==> src/rtl/fsup_pkg.sv <==
package fsup_pkg;
  typedef enum logic [1:0] {
    ST_RUN     = 2'd0,
    ST_LATCH   = 2'd1,
    ST_RESTART = 2'd2,
    ST_WAIT    = 2'd3
  } fsup_state_e;
endpackage

==> src/rtl/fsup_pulse.sv <==
module fsup_pulse #(
  parameter int BLANK_CYC   = 13,
  parameter int TON_MAX_CYC = 3200000
) (
  input  logic clk_i,
  input  logic rst_ni,
  input  logic run_next_i,
  input  logic req_i,
  input  logic aoc_i,
  output logic on_o,
  output logic hit_o,
  output logic end_o
);
  localparam int CNT_W = $clog2(TON_MAX_CYC + 1);
  localparam logic [CNT_W-1:0] LAST_L = CNT_W'(TON_MAX_CYC - 1);

  logic on_q, on_d, req_q, blank_done, max_hit;
  logic [CNT_W-1:0] cnt_q;

  generate
    if (BLANK_CYC == 0) begin : g_no_blank
      assign blank_done = 1'b1;
    end else begin : g_blank
      localparam logic [CNT_W-1:0] BLANK_L = CNT_W'(BLANK_CYC);
      assign blank_done = (cnt_q >= BLANK_L);
    end
  endgenerate

  assign hit_o   = on_q & blank_done & aoc_i;
  assign max_hit = on_q & (cnt_q == LAST_L);

  always_comb begin
    if (!run_next_i)  on_d = 1'b0;
    else if (on_q)    on_d = req_i & ~hit_o & ~max_hit;
    else              on_d = req_i & ~req_q;  // rising edge only
  end

  assign end_o = on_q & ~on_d;
  assign on_o  = on_q;

  always_ff @(posedge clk_i or negedge rst_ni) begin
    if (!rst_ni) begin
      on_q  <= 1'b0;
      req_q <= 1'b0;
      cnt_q <= '0;
    end else begin
      on_q  <= on_d;
      req_q <= req_i;
      cnt_q <= (on_q & on_d) ? cnt_q + 1'b1 : '0;
    end
  end
endmodule

==> src/rtl/fsup_hit_cnt.sv <==
module fsup_hit_cnt #(
  parameter int AOC_HITS = 4
) (
  input  logic clk_i,
  input  logic rst_ni,
  input  logic run_i,
  input  logic hit_i,
  input  logic end_i,
  output logic last_o
);
  localparam int HW = $clog2(AOC_HITS + 1);
  localparam logic [HW-1:0] LAST_L = HW'(AOC_HITS - 1);

  logic [HW-1:0] hits_q;

  always_ff @(posedge clk_i or negedge rst_ni) begin
    if (!rst_ni)       hits_q <= '0;
    else if (!run_i)   hits_q <= '0;
    else if (hit_i)    hits_q <= hits_q + 1'b1;
    else if (end_i)    hits_q <= '0;  // clean pulse
  end

  assign last_o = (hits_q == LAST_L);
endmodule

==> src/rtl/fsup_ctrl.sv <==
module fsup_ctrl
  import fsup_pkg::*;
(
  input  logic        clk_i,
  input  logic        rst_ni,
  input  logic        vcc_on_i,
  input  logic        vcc_rst_i,
  input  logic        line_lost_i,
  input  logic        ovp_i,
  input  logic        otp_i,
  input  logic        hit_i,
  input  logic        last_i,
  output fsup_state_e state_o,
  output logic        run_next_o
);
  fsup_state_e st_q, st_d;
  logic start_ok;

  assign start_ok = vcc_on_i & ~otp_i & ~ovp_i & ~line_lost_i & ~vcc_rst_i;

  always_comb begin
    st_d = st_q;
    unique case (st_q)
      ST_RUN: begin
        if (vcc_rst_i | line_lost_i) st_d = ST_WAIT;
        else if (ovp_i)              st_d = ST_LATCH;
        else if (hit_i & last_i)     st_d = ST_LATCH;
        else if (otp_i)              st_d = ST_RESTART;
      end
      ST_LATCH:   if (vcc_rst_i) st_d = ST_WAIT;
      ST_RESTART: begin
        if (vcc_rst_i | line_lost_i) st_d = ST_WAIT;
        else if (start_ok)           st_d = ST_RUN;
      end
      ST_WAIT:    if (start_ok) st_d = ST_RUN;
      default:    st_d = ST_WAIT;
    endcase
  end

  always_ff @(posedge clk_i or negedge rst_ni) begin
    if (!rst_ni) st_q <= ST_WAIT;
    else         st_q <= st_d;
  end

  assign state_o    = st_q;
  assign run_next_o = (st_d == ST_RUN);
endmodule

==> src/rtl/fault_supervisor.sv <==
module fault_supervisor
  import fsup_pkg::*;
#(
  parameter int BLANK_CYC   = 13,
  parameter int TON_MAX_CYC = 3200000,
  parameter int AOC_HITS    = 4
) (
  input  logic       clk_i,
  input  logic       rst_ni,
  input  logic       drv_req_i,
  input  logic       aoc_i,
  input  logic       ovp_i,
  input  logic       otp_i,
  input  logic       vcc_on_i,
  input  logic       vcc_rst_i,
  input  logic       line_lost_i,
  input  logic       zcd_armed_i,
  output logic       drv_o,
  output logic       vto_en_o,
  output logic [1:0] state_o
);
  fsup_state_e st;
  logic run_next, on, hit, pend, last;

  fsup_ctrl u_ctrl (
    .clk_i, .rst_ni, .vcc_on_i, .vcc_rst_i, .line_lost_i, .ovp_i, .otp_i,
    .hit_i(hit), .last_i(last), .state_o(st), .run_next_o(run_next)
  );

  fsup_pulse #(.BLANK_CYC(BLANK_CYC), .TON_MAX_CYC(TON_MAX_CYC)) u_pulse (
    .clk_i, .rst_ni, .run_next_i(run_next), .req_i(drv_req_i), .aoc_i,
    .on_o(on), .hit_o(hit), .end_o(pend)
  );

  fsup_hit_cnt #(.AOC_HITS(AOC_HITS)) u_hits (
    .clk_i, .rst_ni, .run_i(st == ST_RUN), .hit_i(hit), .end_i(pend), .last_o(last)
  );

  assign drv_o    = on & ~ovp_i;  // overvoltage cuts the gate without a clock
  assign vto_en_o = (st == ST_RUN) & ~on & ~zcd_armed_i;
  assign state_o  = st;
endmodule

==> config.mk <==
export PLATFORM = sky130hd
export DESIGN_NAME = fault_supervisor
export DESIGN_NICKNAME = d
export VERILOG_FILES = /design/src/rtl/fsup_pkg.sv /design/src/rtl/fsup_pulse.sv /design/src/rtl/fsup_hit_cnt.sv /design/src/rtl/fsup_ctrl.sv /design/src/rtl/fault_supervisor.sv
export SDC_FILE = /design/constraint.sdc
export NUM_CORES = 1
export LEC_CHECK = 0
export BUFFER_PORTS_ARGS = -buffer_cell sky130_fd_sc_hd__clkbuf_2
export CAP_MARGIN = 10
export CORE_AREA = 2 2 64 66
export CTS_CLUSTER_SIZE = 16
export DETAILED_ROUTE_END_ITERATION = 10
export DIE_AREA = 0 0 66 68
export GPL_TIMING_DRIVEN = 0
export RECOVER_POWER = 50
export SLEW_MARGIN = 40
export SYNTH_ARGS = -nofsm -noshare
export SYNTH_HDL_FRONTEND = slang
export SYNTH_SLANG_ARGS = --single-unit
==> constraint.sdc <==
create_clock -name clk_i -period 2.5 [get_ports clk_i]
set_input_delay 0 -clock clk_i [delete_from_list [all_inputs] [get_ports clk_i]]
set_output_delay 0 -clock clk_i [all_outputs]
set_load 0.02 [all_outputs]
# Word-level counts from Yosys, hierarchy flattened
# Cells that the tools add are included.
classes:
  addsub: 2
  bitwise: 27
  muxes: 14
  reduce_logical: 2
  shift: 0
  order_cmp: 1
  div_mod_pow: 0
  mul: 0
  eq_ne: 6
ops:
  columns: ["op", "n"]
  rows:
  - ["$add 22x1->22 const B", 1]
  - ["$eq 22x22->1 const B", 1]
  - ["$ge 22x4->1 const B", 1]
  - ["$mux 22", 1]
  - ["$and 1x1->1", 16]
  - ["$mux 2", 7]
  - ["$not 1->1", 10]
  - ["$mux 3", 3]
  - ["$pmux 2 s4", 1]
  - ["$eq 2x2->1 const B", 2]
  - ["$logic_not 2->1", 2]
  - ["$add 3x1->3 const B", 1]
  - ["$eq 3x2->1 const B", 1]
  - ["$ne 3x3->1 const B", 1]
  - ["$eq 2x1->1 const B", 1]
  - ["$mux 1", 2]
  - ["$or 1x1->1", 1]
totals:
  romBits: 0
  memories: 0
  output_inout_bits: 4
  mem_bits_rw: 0
  in_bits: 10
  latch_bits: 0
  ff_bits: 29

# Logic depth before layout (Yosys ltp)
logic_depth:
  ltp_word: 15
  mapped_depth: 9

# By module
# From an unflattened synthesis, not the netlist that was laid out.
hier_totals:
  cells_unflattened: 163
  area_unflattened_um2: 1647.8
by_module_without_submodules:
  columns: ["mod", "cells_per_inst", "n_inst", "area_each_um2"]
  rows:
  - ["fsup_pulse", 131, 1, 1318.8]
  - ["fsup_hit_cnt", 14, 1, 166.4]
  - ["fsup_ctrl", 15, 1, 140.1]
  - ["fault_supervisor", 3, 1, 22.5]

# Worst setup path after synthesis
# No wires, ideal clock.
synth_timing:
  kind: "register to register"
  from: "register u_ctrl.st_q[1], in the netlist u_ctrl.state_o[1]"
  to: "register u_hits.hits_q[2]"
  setup_ns: 0.096
  setup_slack_ns: 0.522
  arrival_ns: 1.883
  period_less_slack_ns: 1.978
  stages_incl_launch_ff: 7
  cell_sequence: "dfstp_2 or2_4 nor3b_1 a221o_1 a211oi_4 nand4b_4 a311oi_2"
synth_between:
  elab_chain_len: 10
  elab_cells_between_ends: 18
  classes_between: "eq/ne: 4; mux: 10; bitwise: 2; reduce/logical: 2"
synth_lines:
  columns: ["element", "line", "text"]
  rows:
  - ["start: declaration", "fsup_ctrl.sv:16", "fsup_state_e st_q, st_d;"]
  - ["start signal: assignment", "fsup_ctrl.sv:42", "else st_q <= st_d;"]
  - ["$mux 2", "fsup_ctrl.sv:28", "else if (otp_i) st_d = ST_RESTART;"]
  - ["$mux 2", "fsup_ctrl.sv:27", "else if (hit_i & last_i) st_d = ST_LATCH;"]
  - ["$mux 2", "fsup_ctrl.sv:26", "else if (ovp_i) st_d = ST_LATCH;"]
  - ["$mux 2", "fsup_ctrl.sv:25", "if (vcc_rst_i | line_lost_i) st_d = ST_WAIT;"]
  - ["$pmux 2 s4", "fsup_ctrl.sv:23", "unique case (st_q)"]
  - ["$logic_not 2->1", "fsup_ctrl.sv:46", "assign run_next_o = (st_d == ST_RUN);"]
  - ["$mux 1", "fsup_pulse.sv:33", "if (!run_next_i) on_d = 1'b0;"]
  - ["$not 1->1", "fsup_pulse.sv:38", "assign end_o = on_q & ~on_d;"]
  - ["$and 1x1->1", "fsup_pulse.sv:38", null]
  - ["$ne 3x3->1 (no line)", null, null]
  - ["end signal: assignment", "fsup_hit_cnt.sv:19", "else if (hit_i) hits_q <= hits_q + 1'b1;"]
  - ["end: declaration", "fsup_hit_cnt.sv:14", "logic [HW-1:0] hits_q;"]
# Several ways; a longest one is shown, not always the timed one.
# A chain may end at the register's enable or synchronous reset.

# Worst setup path after layout
layout_timing:
  from: "register u_pulse.cnt_q[19]"
  to: "register u_pulse.cnt_q[14]"
layout_between:
  elab_chain_len: 12
  elab_cells_between_ends: 19
  classes_between: "order compare: 1; eq/ne: 1; mux: 7; bitwise: 9; reduce/logical: 1"
layout_lines:
  columns: ["element", "line", "text"]
  rows:
  - ["start: declaration", "fsup_pulse.sv:18", "logic [CNT_W-1:0] cnt_q;"]
  - ["start signal: assignment", "fsup_pulse.sv:49", "cnt_q <= (on_q & on_d) ? cnt_q + 1'b1 : '0;"]
  - ["$ge 22x4->1", "fsup_pulse.sv:25", "assign blank_done = (cnt_q >= BLANK_L);"]
  - ["$and 1x1->1 (2 in series)", "fsup_pulse.sv:29", "assign hit_o = on_q & blank_done & aoc_i;"]
  - ["$and 1x1->1", "fsup_ctrl.sv:27", null]
  - ["$mux 2", "fsup_ctrl.sv:27", null]
  - ["$mux 2", "fsup_ctrl.sv:26", null]
  - ["$mux 2", "fsup_ctrl.sv:25", null]
  - ["$pmux 2 s4", "fsup_ctrl.sv:23", null]
  - ["$logic_not 2->1", "fsup_ctrl.sv:46", null]
  - ["$mux 1 *", "fsup_pulse.sv:33", null]
  - ["$and 1x1->1 *", "fsup_pulse.sv:49", null]
  - ["$mux 22 *", "fsup_pulse.sv:49", null]
# Mark *: on every way between the ends. The rest lies on a longest branch, timed or not.

==> impl_metrics.ini <==
[clock_network]
cts.sinks = 29
cts_resized = 0
cts-hold-fix-buffers = 2
cts_buffer_depth = 2
cts_buffers = 5
clock_latency_ns = 0.28
clkTransAtPathRegs_ns = 0.06
clockRootBuffer = clkbuf_8
cts_setup_buffers = 0
cts_tree = done
htreeDepth = 2

[logic_synthesis]
syn_inst = 166
synth_top_area_cell = dfrtp_1
synthFlopType = dfrtp_1
synth_seq_area_share_pct = 44.60
synth.area.top_cells = dfrtp_1 41%, nor2_1 7.8%, xnor2_1 5.9%
synthArstFlopShare_pct = 100.0
netlist_area_um2 = 1633
ys_ff_latch = 29
syn_area_per_cell_um2 = 9.836
synth_nets = 181
synth-edff-count = 0
netlist-cell-type-count = 39
synth_top_area_share_pct = 41.38
yosysWarnings = 0

[power]
swShare_pct = 19.58
peakVddDrop_mv = 0.3186
netSwitchingPower_mw = 0.1967
clkPwrFrac_pct = 49.6
p_int_mw = 0.8081
p_leak_nw = 0.7473
comb_power_share_pct = 3.3
finalPower_mw = 1.005
powerDensity_nw_per_um2 = 530.8
seq_power_share_pct = 47.1

[cells_and_area]
antenna_cells = 0
final_layout_size_suffix_gt1_share_pct = 17.99
areaGrowthSynthToFinish_pct = 15.94
fin_util_pct = 49.09
num-nets-final = 203
nFillCells = 382

[critical_path]
cp_max_fo = 10
reg2reg_depth = 7
endpoint = u_pulse.cnt_q[14]
r2r_end = u_pulse.cnt_q[14]
start_kind = flop
r2r_slack_ns = 0.38
critPathLaunch = u_pulse.cnt_q[19]
reg2reg_from = u_pulse.cnt_q[19]
arrival_ns = 2.29
crit_type = reg -> reg
end_kind = flop
required_ns = 2.66

[floorplan]
core_area_um2 = 3856
dieArea_um2 = 4488
die_w_um = 66
die-height_um = 68
start_util_pct = 42.34
num_io_pins = 14
rows = 23

[grt]
track_usage_pct = 16.48
grt_pass1_vias = 1236
grt_max_degree = 30
grt_pass1_wl_um = 5520
grt-ovfl-total = 0
antenna_found_initial = 0

[route]
drcViolationCount = 0
wl_um = 3191
drt_iter0_drc = 46
firstDrtPassIters = 4
wl_per_cell_um = 13.35
via_per_inst = 5.117
ant_nets = 0
routed-via-count = 1223

[place]
port_buffers = 13
dpl.hpwl_um = 2412
gp_congestion = 0.7616

[sta]
setup_viol = 0
min_period_ns = 2.121
skew_ns = 0.007849
rsz0062_at_grt = no
relSlewSlack_pct = -1.698
hold_ws_ns = 0.06972
finalHoldViolCount = 0
post-route-period-util_pct = 84.85
slew_violations = 30
tightest_slew_ns = 1.525
final.setup.tns_ns = 0
fmax_ghz = 0.4714

[status]
status = finished with violations
violations = capacitance limit, slew limit

[run]
drv_cap = 1

[hold_path]
hold_class = in -> reg
metal layers:
metal	GRT usage (%)	wire length (um)	up-vias
met5	0	0	-
met4	7.653	42	0
met1	18.95	1433	586
met2	28.41	1588	20
li1	-	-	613
met3	4.934	126	4
stage by stage:
stage                     instances  setup slack, ns  cell area (um^2)
after global routing            239           0.1250              1893
after floorplan                 166           0.5216              1633
after detailed placement        229           0.3681              1760
final                           239           0.3788              1893
after CTS                       239           0.3538              1897
after global placement          229           0.4253              1760
cell type report:
type	instances	area, um^2	share of cell area (%)
Timing Repair Buffer	15	81.33	4.296
Inverter	8	30.03	1.586
Sequential cell	29	728.2	38.47
Clock inverter	1	30.03	1.586
Tap cell	50	62.56	3.305
Clock buffer	7	86.33	4.560
Multi-Input combinational cell	126	848.3	44.81
Buffer	3	26.28	1.388
logic make-up (layout without fill, tap and decap cells):
logic type | count (synthesis) | after routing | synth area share, %
xor+xnor | 20 | 20 | 10.73
compound gates | 14 | 14 | 8.736
simple gates | 87 | 87 | 28.66
flops | 29 | 29 | 44.60
buf+inv | 11 | 34 | 3.448
fa+ha+maj | 5 | 5 | 3.831
power by group through the flow:
stage	clock network, mW	registers [mW]	logic, mW
floorplan	0	0.483	0.00939
finish	0.498	0.473	0.0334
global route	0.538	0.473	0.0379
CTS	0.510	0.473	0.0351
detailed placement	0	0.482	0.0325
global placement	0	0.482	0.0312
flip-flops by register name (all words and copies together), names as in the netlist:
signal	flops
u_ctrl.state_o	2
u_hits.hits_q	3
u_pulse.cnt_q	22
u_pulse.on_o	1
u_pulse.req_q	1
how the worst min path moves through the flow:
| stage | startpoint | to | slack [ns] | cells past startpoint |
|---|---|---|---|---|
| finish | vcc_rst_i | u_ctrl.state_o[0] | 0.07 | 3 |
| global route | vcc_rst_i | u_ctrl.state_o[0] | 0.08 | 3 |
| detailed placement | rst_ni | u_hits.hits_q[1] | 0.09 | 1 |
| global placement | rst_ni | u_hits.hits_q[1] | 0.09 | 1 |
| floorplan | rst_ni | u_hits.hits_q[0] | -0.30 | 0 |
| CTS | vcc_rst_i | u_ctrl.state_o[0] | 0.06 | 3 |
cells in the final DEF, fill, tap and decap left out, types with 6 or more instances in the layout:
cell type  netlist  routed
clkbuf_2         0      10
nand4_1          7       7
nor2_1          34      34
nand2_1         13      13
inv_1            8       8
nor3_1           6       6
dfrtp_1         27      27
nand3_1          7       7
xor2_1           9       9
xnor2_1         11      11
clkbuf_8         0       6
cell usage after synthesis (all sizes together), types with 2 or more instances:
library cell,count
a211oi,2
nor2b,2
nand4,7
nand2,13
xnor2,11
or3,2
a311oi,2
and3,3
nand3,7
xor2,9
nor3,7
nor2,35
buf,2
a21oi,2
dfrtp,27
inv,8
dfstp,2
o21ai,2
ha,5
nor4,5
critical path, stage by stage (launching register included):
cell and delay, ns:
dfrtp_1 0.42, nor4_1 0.38, nand2_1 0.16, or3_1 0.41
o221a_4 0.24, nand4b_4 0.17, buf_6 0.17, nor2_1 0.05
Power figures use the tool's default switching activity.
